### src/rtl/lcdcol_pkg.sv
package lcdcol_pkg;
   typedef enum logic [1:0] {
      LVL_SEL_LO  = 2'b00,
      LVL_IDLE_LO = 2'b01,
      LVL_IDLE_HI = 2'b10,
      LVL_SEL_HI  = 2'b11
   } lvl_e;
endpackage

### src/rtl/lcdcol_fall.sv
module lcdcol_fall #(
   parameter int W = 1
) (
   input  logic         clk,
   input  logic         rst_n,
   input  logic [W-1:0] sig_i,
   output logic [W-1:0] fall_o
);
   if (W < 1) begin : g_chk
      $error("lcdcol_fall: W must be at least 1");
   end

   logic [W-1:0] prev_q;

   always_ff @(posedge clk or negedge rst_n) begin
      if (!rst_n) prev_q <= '0;
      else        prev_q <= sig_i;
   end

   for (genvar i = 0; i < W; i++) begin : g_bit
      assign fall_o[i] = prev_q[i] & ~sig_i[i];
   end
endmodule

### src/rtl/lcdcol_shift.sv
module lcdcol_shift #(
   parameter int COLS = 80,
   parameter int GRP  = 4
) (
   input  logic            clk,
   input  logic            rst_n,
   input  logic            shift_ev,
   input  logic            load_ev,
   input  logic            rtl,
   input  logic            en_in_n,
   input  logic [GRP-1:0]  grp_i,
   output logic [COLS-1:0] line_o,
   output logic            done_o
);
   localparam int GROUPS = COLS / GRP;
   localparam int CNT_W  = (GROUPS > 1) ? $clog2(GROUPS) : 1;
   localparam logic [CNT_W-1:0] LAST = CNT_W'(GROUPS - 1);

   if (COLS % GRP != 0) begin : g_chk_div
      $error("lcdcol_shift: COLS must be a multiple of GRP");
   end
   if (GRP >= COLS) begin : g_chk_size
      $error("lcdcol_shift: GRP must be smaller than COLS");
   end

   logic [COLS-1:0]  sreg_q;
   logic [COLS-1:0]  line_q;
   logic [CNT_W-1:0] cnt_q;
   logic             done_q;
   logic             accept;
   logic [COLS-1:0]  sreg_nxt;

   assign accept = shift_ev & ~en_in_n & ~done_q;

   always_comb begin
      if (rtl) sreg_nxt = {sreg_q[COLS-GRP-1:0], grp_i};
      else     sreg_nxt = {grp_i, sreg_q[COLS-1:GRP]};
   end

   always_ff @(posedge clk or negedge rst_n) begin
      if (!rst_n) begin
         sreg_q <= '0;
         line_q <= '0;
         cnt_q  <= '0;
         done_q <= 1'b0;
      end else if (load_ev) begin
         line_q <= sreg_q;
         cnt_q  <= '0;
         done_q <= 1'b0;
      end else if (accept) begin
         sreg_q <= sreg_nxt;
         if (cnt_q == LAST) done_q <= 1'b1;
         else               cnt_q  <= cnt_q + CNT_W'(1);
      end
   end

   assign line_o = line_q;
   assign done_o = done_q;

   AST_CNT_RANGE: assert property (@(posedge clk) disable iff (!rst_n)
      cnt_q <= LAST);
   AST_IGNORE_DISABLED: assert property (@(posedge clk) disable iff (!rst_n)
      (en_in_n && !load_ev) |=> $stable(sreg_q) && $stable(cnt_q));
   AST_IGNORE_FULL: assert property (@(posedge clk) disable iff (!rst_n)
      (done_q && !load_ev) |=> $stable(sreg_q));
   AST_LOAD_CLEARS: assert property (@(posedge clk) disable iff (!rst_n)
      load_ev |=> (!done_q && cnt_q == '0));
   AST_LINE_HOLD: assert property (@(posedge clk) disable iff (!rst_n)
      !load_ev |=> $stable(line_q));
endmodule

### src/rtl/lcdcol_level.sv
module lcdcol_level
   import lcdcol_pkg::*;
#(
   parameter int COLS = 80
) (
   input  logic [COLS-1:0]   line_i,
   input  logic              alt_i,
   input  logic              blank_n_i,
   output logic [2*COLS-1:0] level_o
);
   if (COLS < 1) begin : g_chk
      $error("lcdcol_level: COLS must be at least 1");
   end

   for (genvar c = 0; c < COLS; c++) begin : g_col
      lvl_e code;
      always_comb begin
         if (!blank_n_i)  code = LVL_SEL_LO;
         else begin
            unique case ({alt_i, line_i[c]})
               2'b00:   code = LVL_IDLE_LO;
               2'b01:   code = LVL_SEL_LO;
               2'b10:   code = LVL_IDLE_HI;
               default: code = LVL_SEL_HI;
            endcase
         end
      end
      assign level_o[2*c +: 2] = code;
   end
endmodule

### src/rtl/lcdcol_driver.sv
module lcdcol_driver #(
   parameter int COLS = 80,
   parameter int GRP  = 4
) (
   input  logic              clk,
   input  logic              rst_n,
   input  logic              shift_clk,
   input  logic              load_clk,
   input  logic [GRP-1:0]    grp_i,
   input  logic              shift_rtl,
   input  logic              alt,
   input  logic              blank_n,
   input  logic              cas_left_i,
   output logic              cas_left_o,
   output logic              cas_left_oe,
   input  logic              cas_right_i,
   output logic              cas_right_o,
   output logic              cas_right_oe,
   output logic [2*COLS-1:0] level_o
);
   logic [1:0]      fall;
   logic [COLS-1:0] line;
   logic            done;
   logic            en_in_n;
   logic            casc_val;

   lcdcol_fall #(.W(2)) u_fall (
      .clk    (clk),
      .rst_n  (rst_n),
      .sig_i  ({load_clk, shift_clk}),
      .fall_o (fall)
   );

   assign en_in_n = shift_rtl ? cas_right_i : cas_left_i;

   lcdcol_shift #(.COLS(COLS), .GRP(GRP)) u_shift (
      .clk      (clk),
      .rst_n    (rst_n),
      .shift_ev (fall[0]),
      .load_ev  (fall[1]),
      .rtl      (shift_rtl),
      .en_in_n  (en_in_n),
      .grp_i    (grp_i),
      .line_o   (line),
      .done_o   (done)
   );

   lcdcol_level #(.COLS(COLS)) u_level (
      .line_i    (line),
      .alt_i     (alt),
      .blank_n_i (blank_n),
      .level_o   (level_o)
   );

   assign casc_val     = ~done;
   assign cas_left_o   = casc_val;
   assign cas_right_o  = casc_val;
   assign cas_left_oe  = shift_rtl;
   assign cas_right_oe = ~shift_rtl;

   AST_BLANK_ALL_LO: assert property (@(posedge clk) disable iff (!rst_n)
      !blank_n |-> (level_o == '0));
   AST_CASC_REARM: assert property (@(posedge clk) disable iff (!rst_n)
      fall[1] |=> (cas_left_o && cas_right_o));
endmodule

### config.mk
export PLATFORM = sky130hd
export DESIGN_NAME = lcdcol_driver
export DESIGN_NICKNAME = d
export VERILOG_FILES = /design/src/rtl/lcdcol_pkg.sv /design/src/rtl/lcdcol_fall.sv /design/src/rtl/lcdcol_shift.sv /design/src/rtl/lcdcol_level.sv /design/src/rtl/lcdcol_driver.sv
export SDC_FILE = /design/constraint.sdc
export NUM_CORES = 1
export LEC_CHECK = 0
export ABC_AREA = 1
export BUFFER_PORTS_ARGS = -buffer_cell sky130_fd_sc_hd__buf_2
export CAP_MARGIN = 20
export CORE_ASPECT_RATIO = 0.8
export CORE_MARGIN = 5
export CORE_UTILIZATION = 54
export DETAILED_ROUTE_END_ITERATION = 8
export GPL_TIMING_DRIVEN = 1
export PLACE_DENSITY = 0.88
export RECOVER_POWER = 100
export SYNTH_ARGS = -nofsm -noshare
export SYNTH_HDL_FRONTEND = slang
export SYNTH_SLANG_ARGS = --single-unit
### constraint.sdc
create_clock -name clk -period 3.5 [get_ports clk]
set_clock_uncertainty 0.2 [all_clocks]
set_input_delay 0.35 -clock clk [delete_from_list [all_inputs] [get_ports clk]]
set_output_delay 0.35 -clock clk [all_outputs]
set_load 0.05 [all_outputs]
After elaboration in Yosys (flattened, before gate mapping)
Index checks and enable logic that the tools add are counted.
{"block": "totals", "out_inout_bits": 164, "register_bits": 168, "input_bits": 13, "wordCells": 431}
{"block": "classes", "eq_ne": 162, "bitwise": 10, "muxes": 168, "n_reduce_logical": 85, "add_sub_neg": 1}
{"operator": "$pmux 2 s3", "count": 80}
{"operator": "$eq 2x1->1 const B", "count": 80}
{"operator": "$eq 2x2->1 const B", "count": 80}
{"operator": "$logic_not 2->1", "count": 80}
{"operator": "$mux 2", "count": 80}
{"operator": "$mux 80", "count": 1}
{"operator": "$mux 5", "count": 3}
{"operator": "$not 1->1", "count": 6}
{"operator": "$reduce_and 2->1", "count": 3}
{"operator": "$add 5x1->5 const B", "count": 1}
{"operator": "$eq 5x5->1 const B", "count": 1}
{"operator": "$and 1x1->1", "count": 4}
{"operator": "$mux 1", "count": 4}
{"operator": "$reduce_bool 2->1", "count": 2}
{"operator": "$ne 2x1->1 const B", "count": 1}

Depth between registers and ports, before layout
{"block": "logic_depth", "word_depth": 6, "ltp_mapped": 9, "ltp_nobuf": 8}

Modules after synthesis
A second synthesis with hierarchy kept.
{"block": "unflattened", "cells_unflattened": 1260, "area_unflattened_um2": 9256.4}
{"module": "lcdcol_shift", "seq_area_each_um2": 4154.0, "instances": 1, "area_per_inst_um2": 7165.6, "cells_per_inst": 818}
{"module": "lcdcol_level", "seq_area_each_um2": 0.0, "instances": 1, "area_per_inst_um2": 1981.9, "cells_per_inst": 429}
{"module": "lcdcol_fall", "seq_area_each_um2": 50.0, "instances": 1, "area_per_inst_um2": 70.1, "cells_per_inst": 6}
{"module": "lcdcol_driver", "seq_area_each_um2": 0.0, "instances": 1, "area_per_inst_um2": 38.8, "cells_per_inst": 7}

Least setup slack after synthesis
OpenSTA, ideal clock, no wires.
{"block": "synth_timing", "kind": "input -> output", "from": "input port alt", "to": "output port level_o[101]", "slack_ps": 291, "t_arrival_ps": 2659, "n_path_buf": 3, "cell_stages": 5, "required_time_ps": 2950, "cell_sequence": "buf_2 > buf_1 > nand2_1 > inv_1 > buf_4"}
{"block": "synth_between", "elab_chain_cells": 3, "word_cells_on_any_way": 5, "classes_between": "eq/ne: 2; mux: 2; reduce/logical: 1"}
{"item": "from (decl)", "line": "lcdcol_driver.sv:11", "source": "input logic alt,"}
{"item": "$eq 2x2->1, or another cell as far along", "line": "lcdcol_level.sv:20", "source": "unique case ({alt_i, line_i[c]})"}
{"item": "$pmux 2 s3 (*)", "line": "lcdcol_level.sv:20"}
{"item": "$mux 2 (*)", "line": "lcdcol_level.sv:18", "source": "if (!blank_n_i) code = LVL_SEL_LO;"}
{"item": "to (decl)", "line": "lcdcol_driver.sv:19", "source": "output logic [2*COLS-1:0] level_o"}
Every way passes the cells marked *; elsewhere a longest branch is shown, timed or not.

Worst setup path in the final report
{"block": "layout_timing", "from": "input port blank_n", "to": "output port level_o[54]"}
{"block": "layout_between", "elab_chain_cells": 1}
{"item": "from (decl)", "line": "lcdcol_driver.sv:12", "source": "input logic blank_n,"}
{"item": "$mux 2", "line": "lcdcol_level.sv:18"}
Every way passes these cells.

==> impl_metrics.yaml <==
sta:
  rsz0062_at_grt: "no"
  hold_viol: 0
  max_slew_margin: 0.08044
  fmax_ghz: 0.3539
  fin_setup_tns_ns: 0
  post-route-period-util: 0.8074
  fin_crit_ns: 2.826
  tightestPinTransition_ns: 1.379
  slew_violations: 0
  report.final.setup_viol: 0
global_route:
  grt_pass1_vias: 6569
  grt_overflow: 0
  grt.total_usage: 0.2071
  antenna_found_initial: 0
  grt_max_degree: 123
  grt_pass1_wl_um: 33380
clock_tree:
  cts_made_buffers: 17
  post_cts_resized: 0
  clk_latency_ns: 0.43
  cts_hold_buffers: 3
  ctsRootBufferMaster: "clkbuf_16"
  cts_setup_buffers: 0
  cts.path.max_buffers: 2
  htree_levels: 4
  clk_pin_slew_ns: 0.06
  cts.sinks: 168
  tritoncts: "yes"
critical_path:
  crit_fanout: 35
  start_kind: "primary input"
  arrival_ns: 2.28
  cp.required_ns: 2.95
  r2r_start: "u_fall.prev_q[1]"
  crit_path_end_kind: "output pin"
  cp-startpoint: "blank_n"
  crit_type: "in -> out"
die:
  fp.dieArea_um2: 19730
  dieHeight_um: 126.7
  rows: 42
  pin_count: 177
  fp.dieW_um: 155.8
  core_um2: 16610
  initial_core_util: 0.5531
yosys:
  ys_types: 27
  yosys.area_share.adder: 0.01226
  syn-num-nets: 1126
  synth_edf_count: 0
  synth_top_area_cell: "dfrtp_1"
  netlist.area_leader.share: 0.4577
  syn_inst: 1104
  seq_area_frac_synth: 0.4577
  synth_xor_area_frac: 0.05817
  synth_area_per_cell_um2: 8.320
  yosys.area_share.simple: 0.1515
  ys_warn_count: 0
  async_flop_share: 1.000
  synth_area_leaders: "dfrtp_1 (46%), nand2_1 (9.5%), o21ai_0 (6.9%)"
  ys.flop_type: "dfrtp_1"
  synthMuxAreaShare: 0.01090
  ys_top_cells_by_count: "nand2_1 (232), dfrtp_1 (168), o21ai_0 (126)"
  synth_top_family_by_area: "compound AO/OA/AOI/OAI gates"
  ys_ff_latch: 168
  synth_most_common_cell: "nand2_1"
  syn_area_um2: 9185
  synth_compound_gate_area_share: 0.1616
placement:
  dpl.hpwl_um: 14000
  io_buffers: 176
  dp_cells: 1363
  place.gp.congestion: 0.8289
finish:
  layout-drive-gt1-share: 0.1553
  fin_cells: 1398
  antennaDiodeCount: 0
  n_fill_cell: 1481
  areaGrowthSynthToFinish_pct: 8.064
  nets: 1187
power:
  peakVddDrop_mv: 0.4297
  p_per_area_nw_per_um2: 721.1
  seq_power_share: 0.413
  pwr-share-comb: 0.326
  power_frac_clock: 0.261
  p_sw_frac: 0.4253
  power.switching_mw: 3.044
  internal-power_mw: 4.114
  p_leak_nw: 4.988
route:
  wl_um: 20560
  via_per_inst: 5.184
  wire_per_inst_um: 14.71
  drt_pass1_iterations: 6
  ant_nets: 0
  num_vias: 7247
  drcViolationCount: 0
  drt_iter0_drc: 666
run:
  drv.max_cap_violation_count: 0
hold_path:
  hold_start: "grp_i[2]"
  hold_path_class: "in -> reg"
run_status:
  status: "completed"
==> layer usage <==
metal  vias up  part of all wire  GRT usage
li1       3526                 -          -
met3        28             0.083    0.04665
met5         -                 0          0
met4         0             0.014    0.05147
met2       291              0.47     0.3281
met1      3402              0.43     0.2911
==> path summary, 6_finish.rpt <==
check                           cells after the start  slack, ns            endpoint
worst max-delay path                                5       0.67         level_o[54]
worst min-delay path                                3       0.09  u_shift.sreg_q[78]
worst max register to register                      5       1.09  u_shift.line_o[71]
worst min register to register                      2       0.29   u_shift.sreg_q[3]
max in group asynchronous                           3       1.07  u_shift.line_o[69]
min in group asynchronous                           2       0.56  u_shift.line_o[40]
==> final cells by class <==
type | instances | area (um^2) | share of cell area
Sequential cell | 168 | 4204 | 0.4235
Clock buffer | 17 | 425.4 | 0.04286
Clock inverter | 15 | 162.7 | 0.01639
Multi-Input combinational cell | 689 | 3567 | 0.3594
Timing Repair Buffer | 190 | 919.6 | 0.09265
Tap cell | 220 | 275.3 | 0.02773
Inverter | 99 | 371.6 | 0.03744
==> metrics by stage <==
step	power, mW	setup slack (ns)	util	cell area (um^2)	hold WS [ns]
after detailed placement	5.412	1.057	0.5720	9499	0.1325
after floorplan	4.844	0.2908	-	9185	-0.1456
after global placement	5.303	1.109	0.5720	9499	0.1302
final	7.158	0.6740	0.5977	9926	0.08978
after global routing	7.580	0.4785	0.5977	9926	0.1142
after CTS	7.306	1.057	0.6093	10120	0.08006
==> power by group through the flow <==
stage / Clock [mW] / Combinational (mW) / Sequential [mW]
6_report: 1.87 / 2.33 / 2.96
4_1_cts: 1.89 / 2.47 / 2.95
2_1_floorplan: 0 / 2.03 / 2.82
3_5_place_dp: 0 / 2.44 / 2.97
5_1_grt: 1.98 / 2.58 / 3.02
3_3_place_gp: 0 / 2.36 / 2.94
==> state kept, by name, summed over array words and instances (netlist names) <==
signal	count
u_fall.prev_q	2
u_shift.cnt_q	5
u_shift.done_o	1
u_shift.line_o	80
u_shift.sreg_q	80
==> critical path, stage by stage <==
cell and delay [ns]:
buf_2 0.30, inv_1 0.52, buf_4 0.43, nor2_1 0.16, clkbuf_1 0.49
==> placed cells by master (no fill, tap or decap), drive strengths merged <==
| cell | synthesis | layout |
|---|---|---|
| nand2 | 256 | 256 |
| o21ai | 247 | 247 |
| dfrtp | 168 | 168 |
| clkbuf | 27 | 106 |
| inv | 98 | 105 |
| buf | 121 | 98 |
| nor2 | 78 | 78 |
| xor2 | 61 | 61 |
| a21oi | 16 | 16 |
| mux2i | 10 | 10 |
| ha | 9 | 9 |
| nand3 | 8 | 8 |
| clkinv | 1 | 6 |
| dlygate4sd3 | 0 | 3 |
| nand4 | 2 | 2 |
| clkinvlp | 0 | 2 |
| nand3b | 1 | 1 |
| o22ai | 1 | 1 |
| bufinv | 0 | 1 |
==> logic make-up (layout without fill, tap and decap cells) <==
family | count (synthesis) | count (layout)
adder cells (fa/ha/maj) | 9 | 9
AO/OA/AOI/OAI | 264 | 264
buffers and inverters | 247 | 321
multiplexers | 10 | 10
AND/OR/NAND/NOR | 345 | 345
flip-flops | 168 | 168
XOR/XNOR | 61 | 61
No activity file was read; power rests on OpenSTA's default activity.
